### src/rtl/eeprd_pkg.sv
package eeprd_pkg;

   localparam int WORD_W = 16;
   localparam logic [2:0] RD_OPCODE = 3'b110;

   typedef enum logic [2:0] {
      X_IDLE,
      X_SEL,
      X_LO,
      X_HI,
      X_END
   } xfer_st_t;

   typedef enum logic [1:0] {
      PH_OPC,
      PH_ADR,
      PH_DAT
   } xfer_ph_t;

   typedef enum logic [1:0] {
      Q_BOOT,
      Q_SIZE,
      Q_READ,
      Q_FIN
   } seq_st_t;

endpackage

### src/rtl/eeprd_tick.sv
module eeprd_tick #(
   parameter int HALF_CLKS = 50
) (
   input  logic clk_i,
   input  logic rst_ni,
   input  logic run_i,
   output logic tick_o
);
   localparam int CW = (HALF_CLKS > 1) ? $clog2(HALF_CLKS) : 1;
   localparam logic [CW-1:0] LAST = CW'(HALF_CLKS - 1);

   logic [CW-1:0] cnt_q;

   always_ff @(posedge clk_i or negedge rst_ni) begin
      if (!rst_ni) begin
         cnt_q <= '0;
      end else if (!run_i || cnt_q == LAST) begin
         cnt_q <= '0;
      end else begin
         cnt_q <= cnt_q + 1'b1;
      end
   end

   assign tick_o = run_i && (cnt_q == LAST);
endmodule

### src/rtl/eeprd_sync.sv
module eeprd_sync #(
   parameter int STAGES = 2
) (
   input  logic clk_i,
   input  logic rst_ni,
   input  logic d_i,
   output logic q_o
);
   generate
      if (STAGES == 0) begin : g_pass
         assign q_o = d_i;
      end else begin : g_flops
         logic [STAGES-1:0] sh_q;
         always_ff @(posedge clk_i or negedge rst_ni) begin
            if (!rst_ni) begin
               sh_q <= '1;
            end else if (STAGES == 1) begin
               sh_q[0] <= d_i;
            end else begin
               sh_q <= {sh_q[STAGES-2:0], d_i};
            end
         end
         assign q_o = sh_q[STAGES-1];
      end
   endgenerate
endmodule

### src/rtl/eeprd_xfer.sv
module eeprd_xfer
   import eeprd_pkg::*;
#(
   parameter int MAX_ABITS = 8,
   parameter int AWW       = $clog2(MAX_ABITS + 1)
) (
   input  logic                 clk_i,
   input  logic                 rst_ni,
   input  logic                 tick_i,
   input  logic                 start_i,
   input  logic                 sizing_i,
   input  logic [AWW-1:0]       width_i,
   input  logic [MAX_ABITS-1:0] addr_i,
   input  logic                 do_i,
   output logic                 busy_o,
   output logic                 cs_o,
   output logic                 sck_o,
   output logic                 di_o,
   output logic                 fin_o,
   output logic                 nodummy_o,
   output logic [AWW-1:0]       fwidth_o,
   output logic [WORD_W-1:0]    data_o
);
   localparam int OUTW = 3 + MAX_ABITS;
   localparam int CMAX = (MAX_ABITS > WORD_W) ? MAX_ABITS : WORD_W;
   localparam int CNTW = $clog2(CMAX);

   xfer_st_t          st_q;
   xfer_ph_t          ph_q;
   logic [OUTW-1:0]   osh_q;
   logic [CNTW-1:0]   cnt_q;
   logic              sizing_q;
   logic [AWW-1:0]    wu_q;
   logic [AWW-1:0]    wu;
   logic [AWW-1:0]    sh_amt;

   assign wu     = sizing_i ? AWW'(MAX_ABITS) : width_i;
   assign sh_amt = AWW'(MAX_ABITS) - wu;
   assign busy_o = (st_q != X_IDLE);

   always_ff @(posedge clk_i or negedge rst_ni) begin
      if (!rst_ni) begin
         st_q      <= X_IDLE;
         ph_q      <= PH_OPC;
         osh_q     <= '0;
         cnt_q     <= '0;
         sizing_q  <= 1'b0;
         wu_q      <= '0;
         cs_o      <= 1'b0;
         sck_o     <= 1'b0;
         di_o      <= 1'b0;
         fin_o     <= 1'b0;
         nodummy_o <= 1'b0;
         fwidth_o  <= '0;
         data_o    <= '0;
      end else begin
         fin_o <= 1'b0;
         case (st_q)
            X_IDLE: begin
               if (start_i) begin
                  cs_o      <= 1'b1;
                  st_q      <= X_SEL;
                  ph_q      <= PH_OPC;
                  osh_q     <= {RD_OPCODE, addr_i << sh_amt};
                  cnt_q     <= CNTW'(2);
                  sizing_q  <= sizing_i;
                  wu_q      <= wu;
                  nodummy_o <= 1'b0;
                  data_o    <= '0;
               end
            end
            X_SEL: begin
               if (tick_i) begin
                  di_o  <= osh_q[OUTW-1];
                  osh_q <= {osh_q[OUTW-2:0], 1'b0};
                  st_q  <= X_LO;
               end
            end
            X_LO: begin
               if (tick_i) begin
                  sck_o <= 1'b1;
                  st_q  <= X_HI;
               end
            end
            X_HI: begin
               if (tick_i) begin
                  sck_o <= 1'b0;
                  st_q  <= X_LO;
                  case (ph_q)
                     PH_OPC: begin
                        di_o  <= osh_q[OUTW-1];
                        osh_q <= {osh_q[OUTW-2:0], 1'b0};
                        if (cnt_q == '0) begin
                           ph_q  <= PH_ADR;
                           cnt_q <= CNTW'(wu_q) - 1'b1;
                        end else begin
                           cnt_q <= cnt_q - 1'b1;
                        end
                     end
                     PH_ADR: begin
                        if (sizing_q && !do_i) begin
                           fwidth_o <= AWW'(MAX_ABITS) - AWW'(cnt_q);
                           ph_q     <= PH_DAT;
                           cnt_q    <= CNTW'(WORD_W - 1);
                           di_o     <= 1'b0;
                        end else if (cnt_q == '0) begin
                           di_o <= 1'b0;
                           if (sizing_q) begin
                              nodummy_o <= 1'b1;
                              cs_o      <= 1'b0;
                              st_q      <= X_END;
                           end else begin
                              ph_q  <= PH_DAT;
                              cnt_q <= CNTW'(WORD_W - 1);
                           end
                        end else begin
                           cnt_q <= cnt_q - 1'b1;
                           di_o  <= osh_q[OUTW-1];
                           osh_q <= {osh_q[OUTW-2:0], 1'b0};
                        end
                     end
                     default: begin
                        data_o <= {data_o[WORD_W-2:0], do_i};
                        if (cnt_q == '0) begin
                           cs_o <= 1'b0;
                           di_o <= 1'b0;
                           st_q <= X_END;
                        end else begin
                           cnt_q <= cnt_q - 1'b1;
                        end
                     end
                  endcase
               end
            end
            X_END: begin
               if (tick_i) begin
                  st_q  <= X_IDLE;
                  fin_o <= 1'b1;
               end
            end
            default: st_q <= X_IDLE;
         endcase
      end
   end
endmodule

### src/rtl/eeprd_seq.sv
module eeprd_seq
   import eeprd_pkg::*;
#(
   parameter int MAX_ABITS = 8,
   parameter int NWORDS    = 14,
   parameter int AWW       = $clog2(MAX_ABITS + 1)
) (
   input  logic                     clk_i,
   input  logic                     rst_ni,
   input  logic                     fin_i,
   input  logic                     nodummy_i,
   input  logic [AWW-1:0]           fwidth_i,
   input  logic [WORD_W-1:0]        data_i,
   output logic                     start_o,
   output logic                     sizing_o,
   output logic [AWW-1:0]           width_o,
   output logic [MAX_ABITS-1:0]     addr_o,
   output logic [NWORDS*WORD_W-1:0] words_o,
   output logic                     csum_ok_o,
   output logic                     absent_o,
   output logic                     done_o
);
   localparam int IW = (NWORDS > 1) ? $clog2(NWORDS) : 1;
   localparam logic [IW-1:0] LAST_IDX = IW'(NWORDS - 1);

   seq_st_t     st_q;
   logic [IW-1:0] idx_q;
   logic [7:0]  sum_q;
   logic [7:0]  sum_nxt;
   logic        store;

   assign sum_nxt = sum_q + data_i[7:0] + data_i[15:8];
   assign store   = (st_q == Q_READ) && fin_i;
   assign addr_o  = MAX_ABITS'(idx_q);

   always_ff @(posedge clk_i or negedge rst_ni) begin
      if (!rst_ni) begin
         st_q      <= Q_BOOT;
         idx_q     <= '0;
         sum_q     <= '0;
         start_o   <= 1'b0;
         sizing_o  <= 1'b0;
         width_o   <= '0;
         csum_ok_o <= 1'b0;
         absent_o  <= 1'b0;
         done_o    <= 1'b0;
      end else begin
         start_o <= 1'b0;
         case (st_q)
            Q_BOOT: begin
               start_o  <= 1'b1;
               sizing_o <= 1'b1;
               st_q     <= Q_SIZE;
            end
            Q_SIZE: begin
               if (fin_i) begin
                  if (nodummy_i) begin
                     absent_o <= 1'b1;
                     done_o   <= 1'b1;
                     st_q     <= Q_FIN;
                  end else begin
                     width_o  <= fwidth_i;
                     sizing_o <= 1'b0;
                     idx_q    <= '0;
                     start_o  <= 1'b1;
                     st_q     <= Q_READ;
                  end
               end
            end
            Q_READ: begin
               if (fin_i) begin
                  sum_q <= sum_nxt;
                  if (idx_q == LAST_IDX) begin
                     csum_ok_o <= (sum_nxt == 8'd0);
                     done_o    <= 1'b1;
                     st_q      <= Q_FIN;
                  end else begin
                     idx_q   <= idx_q + 1'b1;
                     start_o <= 1'b1;
                  end
               end
            end
            default: st_q <= Q_FIN;
         endcase
      end
   end

   generate
      for (genvar g = 0; g < NWORDS; g++) begin : g_word
         always_ff @(posedge clk_i or negedge rst_ni) begin
            if (!rst_ni) begin
               words_o[g*WORD_W +: WORD_W] <= '0;
            end else if (store && idx_q == IW'(g)) begin
               words_o[g*WORD_W +: WORD_W] <= data_i;
            end
         end
      end
   endgenerate
endmodule

### src/rtl/eeprd_top.sv
module eeprd_top
   import eeprd_pkg::*;
#(
   parameter int HALF_CLKS   = 50,
   parameter int SYNC_STAGES = 2,
   parameter int MAX_ABITS   = 8,
   parameter int NWORDS      = 14,
   parameter int MAC_TOP     = 12,
   parameter int MAC_NWORDS  = 3
) (
   input  logic                             clk_i,
   input  logic                             rst_ni,
   output logic                             ee_cs_o,
   output logic                             ee_sck_o,
   output logic                             ee_di_o,
   input  logic                             ee_do_i,
   output logic [NWORDS*WORD_W-1:0]         words_o,
   output logic                             csum_ok_o,
   output logic                             absent_o,
   output logic [MAC_NWORDS*WORD_W-1:0]     station_o,
   output logic [$clog2(MAX_ABITS+1)-1:0]   awidth_o,
   output logic                             done_o
);
   localparam int AWW = $clog2(MAX_ABITS + 1);
   localparam int SW  = MAC_NWORDS * WORD_W;

   generate
      if (HALF_CLKS < 1) begin : g_bad_half
         $error("HALF_CLKS must be at least 1");
      end
      if (HALF_CLKS <= SYNC_STAGES) begin : g_bad_sync
         $error("HALF_CLKS must exceed SYNC_STAGES");
      end
      if (MAX_ABITS < 1) begin : g_bad_abits
         $error("MAX_ABITS must be at least 1");
      end
      if (NWORDS < 1 || NWORDS > (1 << MAX_ABITS)) begin : g_bad_nwords
         $error("NWORDS must fit the address space");
      end
      if (MAC_TOP >= NWORDS || MAC_TOP + 1 < MAC_NWORDS) begin : g_bad_mac
         $error("station words must lie inside the read area");
      end
   endgenerate

   logic                 tick;
   logic                 busy;
   logic                 do_s;
   logic                 start;
   logic                 sizing;
   logic [AWW-1:0]       width;
   logic [MAX_ABITS-1:0] addr;
   logic                 fin;
   logic                 nodummy;
   logic [AWW-1:0]       fwidth;
   logic [WORD_W-1:0]    rdata;

   eeprd_tick #(.HALF_CLKS(HALF_CLKS)) u_tick (
      .clk_i  (clk_i),
      .rst_ni (rst_ni),
      .run_i  (busy),
      .tick_o (tick)
   );

   eeprd_sync #(.STAGES(SYNC_STAGES)) u_sync (
      .clk_i  (clk_i),
      .rst_ni (rst_ni),
      .d_i    (ee_do_i),
      .q_o    (do_s)
   );

   eeprd_xfer #(.MAX_ABITS(MAX_ABITS), .AWW(AWW)) u_xfer (
      .clk_i     (clk_i),
      .rst_ni    (rst_ni),
      .tick_i    (tick),
      .start_i   (start),
      .sizing_i  (sizing),
      .width_i   (width),
      .addr_i    (addr),
      .do_i      (do_s),
      .busy_o    (busy),
      .cs_o      (ee_cs_o),
      .sck_o     (ee_sck_o),
      .di_o      (ee_di_o),
      .fin_o     (fin),
      .nodummy_o (nodummy),
      .fwidth_o  (fwidth),
      .data_o    (rdata)
   );

   eeprd_seq #(.MAX_ABITS(MAX_ABITS), .NWORDS(NWORDS), .AWW(AWW)) u_seq (
      .clk_i     (clk_i),
      .rst_ni    (rst_ni),
      .fin_i     (fin),
      .nodummy_i (nodummy),
      .fwidth_i  (fwidth),
      .data_i    (rdata),
      .start_o   (start),
      .sizing_o  (sizing),
      .width_o   (width),
      .addr_o    (addr),
      .words_o   (words_o),
      .csum_ok_o (csum_ok_o),
      .absent_o  (absent_o),
      .done_o    (done_o)
   );

   assign awidth_o = width;

   generate
      for (genvar j = 0; j < MAC_NWORDS; j++) begin : g_station
         localparam int WI = MAC_TOP - j;
         assign station_o[SW-1-WORD_W*j -: 8] = words_o[WORD_W*WI +: 8];
         assign station_o[SW-9-WORD_W*j -: 8] = words_o[WORD_W*WI+8 +: 8];
      end
   endgenerate
endmodule

### config.mk
export PLATFORM = sky130hd
export DESIGN_NAME = eeprd_top
export DESIGN_NICKNAME = d
export VERILOG_FILES = /design/src/rtl/eeprd_pkg.sv /design/src/rtl/eeprd_tick.sv /design/src/rtl/eeprd_sync.sv /design/src/rtl/eeprd_xfer.sv /design/src/rtl/eeprd_seq.sv /design/src/rtl/eeprd_top.sv
export SDC_FILE = /design/constraint.sdc
export NUM_CORES = 1
export LEC_CHECK = 0
export BUFFER_PORTS_ARGS = -buffer_cell sky130_fd_sc_hd__clkbuf_2
export CORE_ASPECT_RATIO = 0.7
export CORE_UTILIZATION = 45
export DETAILED_ROUTE_END_ITERATION = 6
export PLACE_DENSITY = 0.68
export SLEW_MARGIN = 20
export SYNTH_ARGS = -nofsm -noshare
export SYNTH_HDL_FRONTEND = slang
export SYNTH_SLANG_ARGS = --single-unit
### constraint.sdc
create_clock -name clk_i -period 3.8 [get_ports clk_i]
set_clock_uncertainty 0.2 [all_clocks]
set_input_delay 0.76 -clock clk_i [delete_from_list [all_inputs] [get_ports clk_i]]
set_output_delay 0.76 -clock clk_i [all_outputs]
set_load 0.01 [all_outputs]
==> metrics.csv <==
stage,metric,value,unit
clocking,Skew-Pair Late Insertion Delay,560,ps
routing,Final ANT Viol Nets,0,
critical_path,CP Launch Type,flop,
sta,unrepaired setup endpoints after global routing,no,
synthesis,Avg Inst Size Synth,13.1,um2
global_routing,vias in the first global route,8730,
synthesis,sequential fraction of the synthesis area,56.8,%
global_routing,first-pass GRT wire length,52.9,mm
floorplanning,Horiz. Die Dim,209,um
routing,final wirelength,33.7,mm
sta,final worst-path cycle share,77.9,%
floorplanning,I/O pin count,285,
placement,Routability Congestion,0.858,
clocking,Num Clock Sinks,305,
clocking,CTS buffer count,30,
synthesis,async set-reset flop share out of synthesis,100,%
floorplanning,Die Ht,147,um
clocking,"Reg clk slew, reported paths",70,ps
critical_path,"Req. time, crit path",4030,ps
synthesis,Synthesis Warnings,0,
clocking,clk root buf,clkbuf_16,
routing,DRC Markers,0,
finish,Antenna Cells,0,
sta,# setup viols final,0,
pwr,Power Density,401,nW/um2
synthesis,Synth Net Count,1055,
global_routing,GR Overflow Total,0,
finish,area delta synth->final,17.9,%
clocking,Post-CTS Hold Fix Bufs,0,
global_routing,largest net degree at the start of global routing,80,
clocking,Bufs on Longest Clock Path,3,
hold_path,min-delay worst type,in -> async,
synthesis,Seq cells post-synth,305,
finish,FILL cells,2459,
synthesis,Synth area leader,dfrtp_1,
pwr,VDD IR-drop max,0.000346,V
routing,drt first-iter violations,483,
routing,drt pass-1 iters,5,
sta,final hold vios,0,
floorplanning,Initial Util,46.2,%
clocking,post-cts sizing count,0,
finish,nets@finish,1291,
finish,FF+latch area,7630,um2
sta,relative slew slack,42.9,%
floorplanning,Row Count,52,
synthesis,synth unique cells,73,
finish,share of cells above drive strength 1,48.9,%
finish,footprint of the multi-input gates,5040,um2
clocking,TritonCTS clock tree,yes,
placement,DP Wirelength,22.8,mm
pwr,Leak Pwr,8.30,nW
synthesis,area share of the largest cell type after synthesis,56.4,%
job,Max Cap Violations,0,
critical_path,CP endpoint kind,flop,
floorplanning,core area,29100,um2
sta,Max Slew Vio Count,0,
global_routing,initial antenna violation count,0,
critical_path,worst path arrival time,3190,ps
synthesis,number of synthesized flops with an enable pin,0,
sta,Fmax,338,MHz
synthesis,largest cells by area after synthesis,"dfrtp_1 (56%), mux2_2 (19%), buf_4 (3.3%)",
synthesis,most frequent cell after synthesis,dfrtp_1,
synthesis,Synth Instances,1024,
sta,slew of the pin with the lowest slew margin,857,ps
sta,setup TNS,0,ps
global_routing,all-layer global routing usage,22.3,%
clocking,H-tree levels,1,
synthesis,Synth Cell Area,13500,um2
critical_path,Setup CP Type,reg -> reg,
routing,Via density,5.27,
critical_path,crit-path max FO,16,
placement,Port Buf Inserts,284,
synthesis,Post-synth top flop,dfrtp_1,
clocking,postcts setup bufs,0,
sta,Final Critical Period,2960,ps
synthesis,Commonest cells post-synth,"dfrtp_1 (303), mux2_2 (232), nand2_1 (93)",
finish,Final Core Density,54.4,%
routing,post-DR wirelength/cell,20.3,um
run_status,status,"finished, final reports clean",
floorplanning,die area,30600,um2
routing,Vias,8729,
final cells by class:
| type | instances | area share, % |
|---|---|---|
| sequential | 305 | 48.1 |
| clock buffer | 42 | 5.53 |
| multi-input combinational | 594 | 31.8 |
| tap | 378 | 2.98 |
| clock inverter | 9 | 0.758 |
| timing repair buffer | 308 | 10.3 |
| inverter | 21 | 0.497 |
path summary, 6_finish.rpt:
check	from	end	slack (ps)	depth (start not counted)
setup reg to reg	u_seq.st_q[0]	u_seq.words_o[207]	840	7
min in group clk_i	ee_do_i	u_sync.g_flops.sh_q[0]	90	1
hold / removal	rst_ni	u_tick.cnt_q[5]	10	1
hold reg to reg	u_sync.g_flops.sh_q[0]	u_sync.g_flops.sh_q[1]	160	0
setup / recovery	u_seq.st_q[0]	u_seq.words_o[207]	840	7
max in group asynchronous	rst_ni	u_seq.words_o[190]	2550	2
power breakdown:
group | total [mW] | internal (mW) | switching, mW
registers | 3.25 | 3.25 | 0.00114
logic | 0.0738 | 0.00955 | 0.0642
clock network | 3.03 | 1.79 | 1.23
total | 6.35 | 5.05 | 1.30
stage by stage:
step | worst slack (ps) | std cells | cell area, um2 | hold slack, ps | total power, mW
after CTS | 843 | 1657 | 15900 | 5.80 | 6.43
after global routing | 643 | 1657 | 15900 | 38.5 | 6.57
after detailed placement | 855 | 1606 | 14900 | 148 | 3.39
after global placement | 914 | 1606 | 14900 | 149 | 3.39
final | 841 | 1657 | 15900 | 11.2 | 6.35
after floorplan | 999 | 1024 | 13500 | 145 | 3.31
worst max-delay path, stage by stage (launching register included):
cell and delay (ps):
dfrtp_1 410, inv_1 110, ha_1 370, inv_1 140
nor2_4 380, nand2_1 290, nor2_4 510, mux2_2 400
cells by family after synthesis:
family                   after synthesis  synth area share (%)
XOR/XNOR                              16                  1.10
AO/OA/AOI/OAI                        116                  5.43
AND/OR/NAND/NOR                      197                  7.97
buffers and inverters                125                  5.81
adder cells (fa/ha/maj)               28                  3.05
multiplexers                         237                  19.9
flip-flops                           305                  56.8
flip-flops by register name (all words and copies together) (netlist names), 2 cells and up:
signal               cells
u_seq.words_o          224
u_xfer.data_o           16
u_xfer.osh_q            11
u_seq.sum_q              8
u_tick.cnt_q             6
u_seq.idx_q              4
u_seq.width_o            4
u_xfer.cnt_q             4
u_xfer.fwidth_o          4
u_xfer.wu_q              4
u_xfer.st_q              3
u_seq.st_q               2
u_sync.g_flops.sh_q      2
u_xfer.ph_q              2
cell usage in the layout (no fill, tap or decap), types with 3 or more instances in the layout:
master | netlist | final
o211ai_1 | 3 | 3
a31o_2 | 3 | 3
nor4_1 | 4 | 4
mux2i_1 | 4 | 4
xnor2_1 | 9 | 9
clkbuf_2 | 2 | 283
o22ai_1 | 4 | 4
clkbuf_1 | 23 | 5
nand3_1 | 11 | 11
o21ai_0 | 50 | 50
nand3_4 | 4 | 4
nor2_4 | 9 | 9
mux2_2 | 232 | 232
xor2_1 | 6 | 6
a22oi_1 | 5 | 5
a21o_1 | 4 | 4
nand2b_1 | 7 | 7
clkbuf_16 | 0 | 31
a31oi_1 | 6 | 6
bufinv_16 | 0 | 3
nor2b_1 | 5 | 5
inv_1 | 20 | 20
dfrtp_1 | 303 | 303
nor2_1 | 33 | 33
nand2_1 | 93 | 93
buf_4 | 60 | 22
clkbuf_8 | 0 | 6
a21oi_1 | 16 | 16
clkinv_2 | 0 | 6
o21ai_1 | 3 | 3
fa_1 | 8 | 8
ha_1 | 20 | 20
nor3_1 | 6 | 6
per-layer routing:
| metal | up-vias | global-route usage, % | wire [um] |
|---|---|---|---|
| met1 | 4438 | 33.7 | 16200 |
| li1 | 3967 | - | - |
| met4 | 0 | 4.34 | 628 |
| met3 | 38 | 6.00 | 2560 |
| met5 | - | 0 | 0 |
| met2 | 286 | 32.1 | 14300 |
No activity file was read; power rests on OpenSTA's default activity.
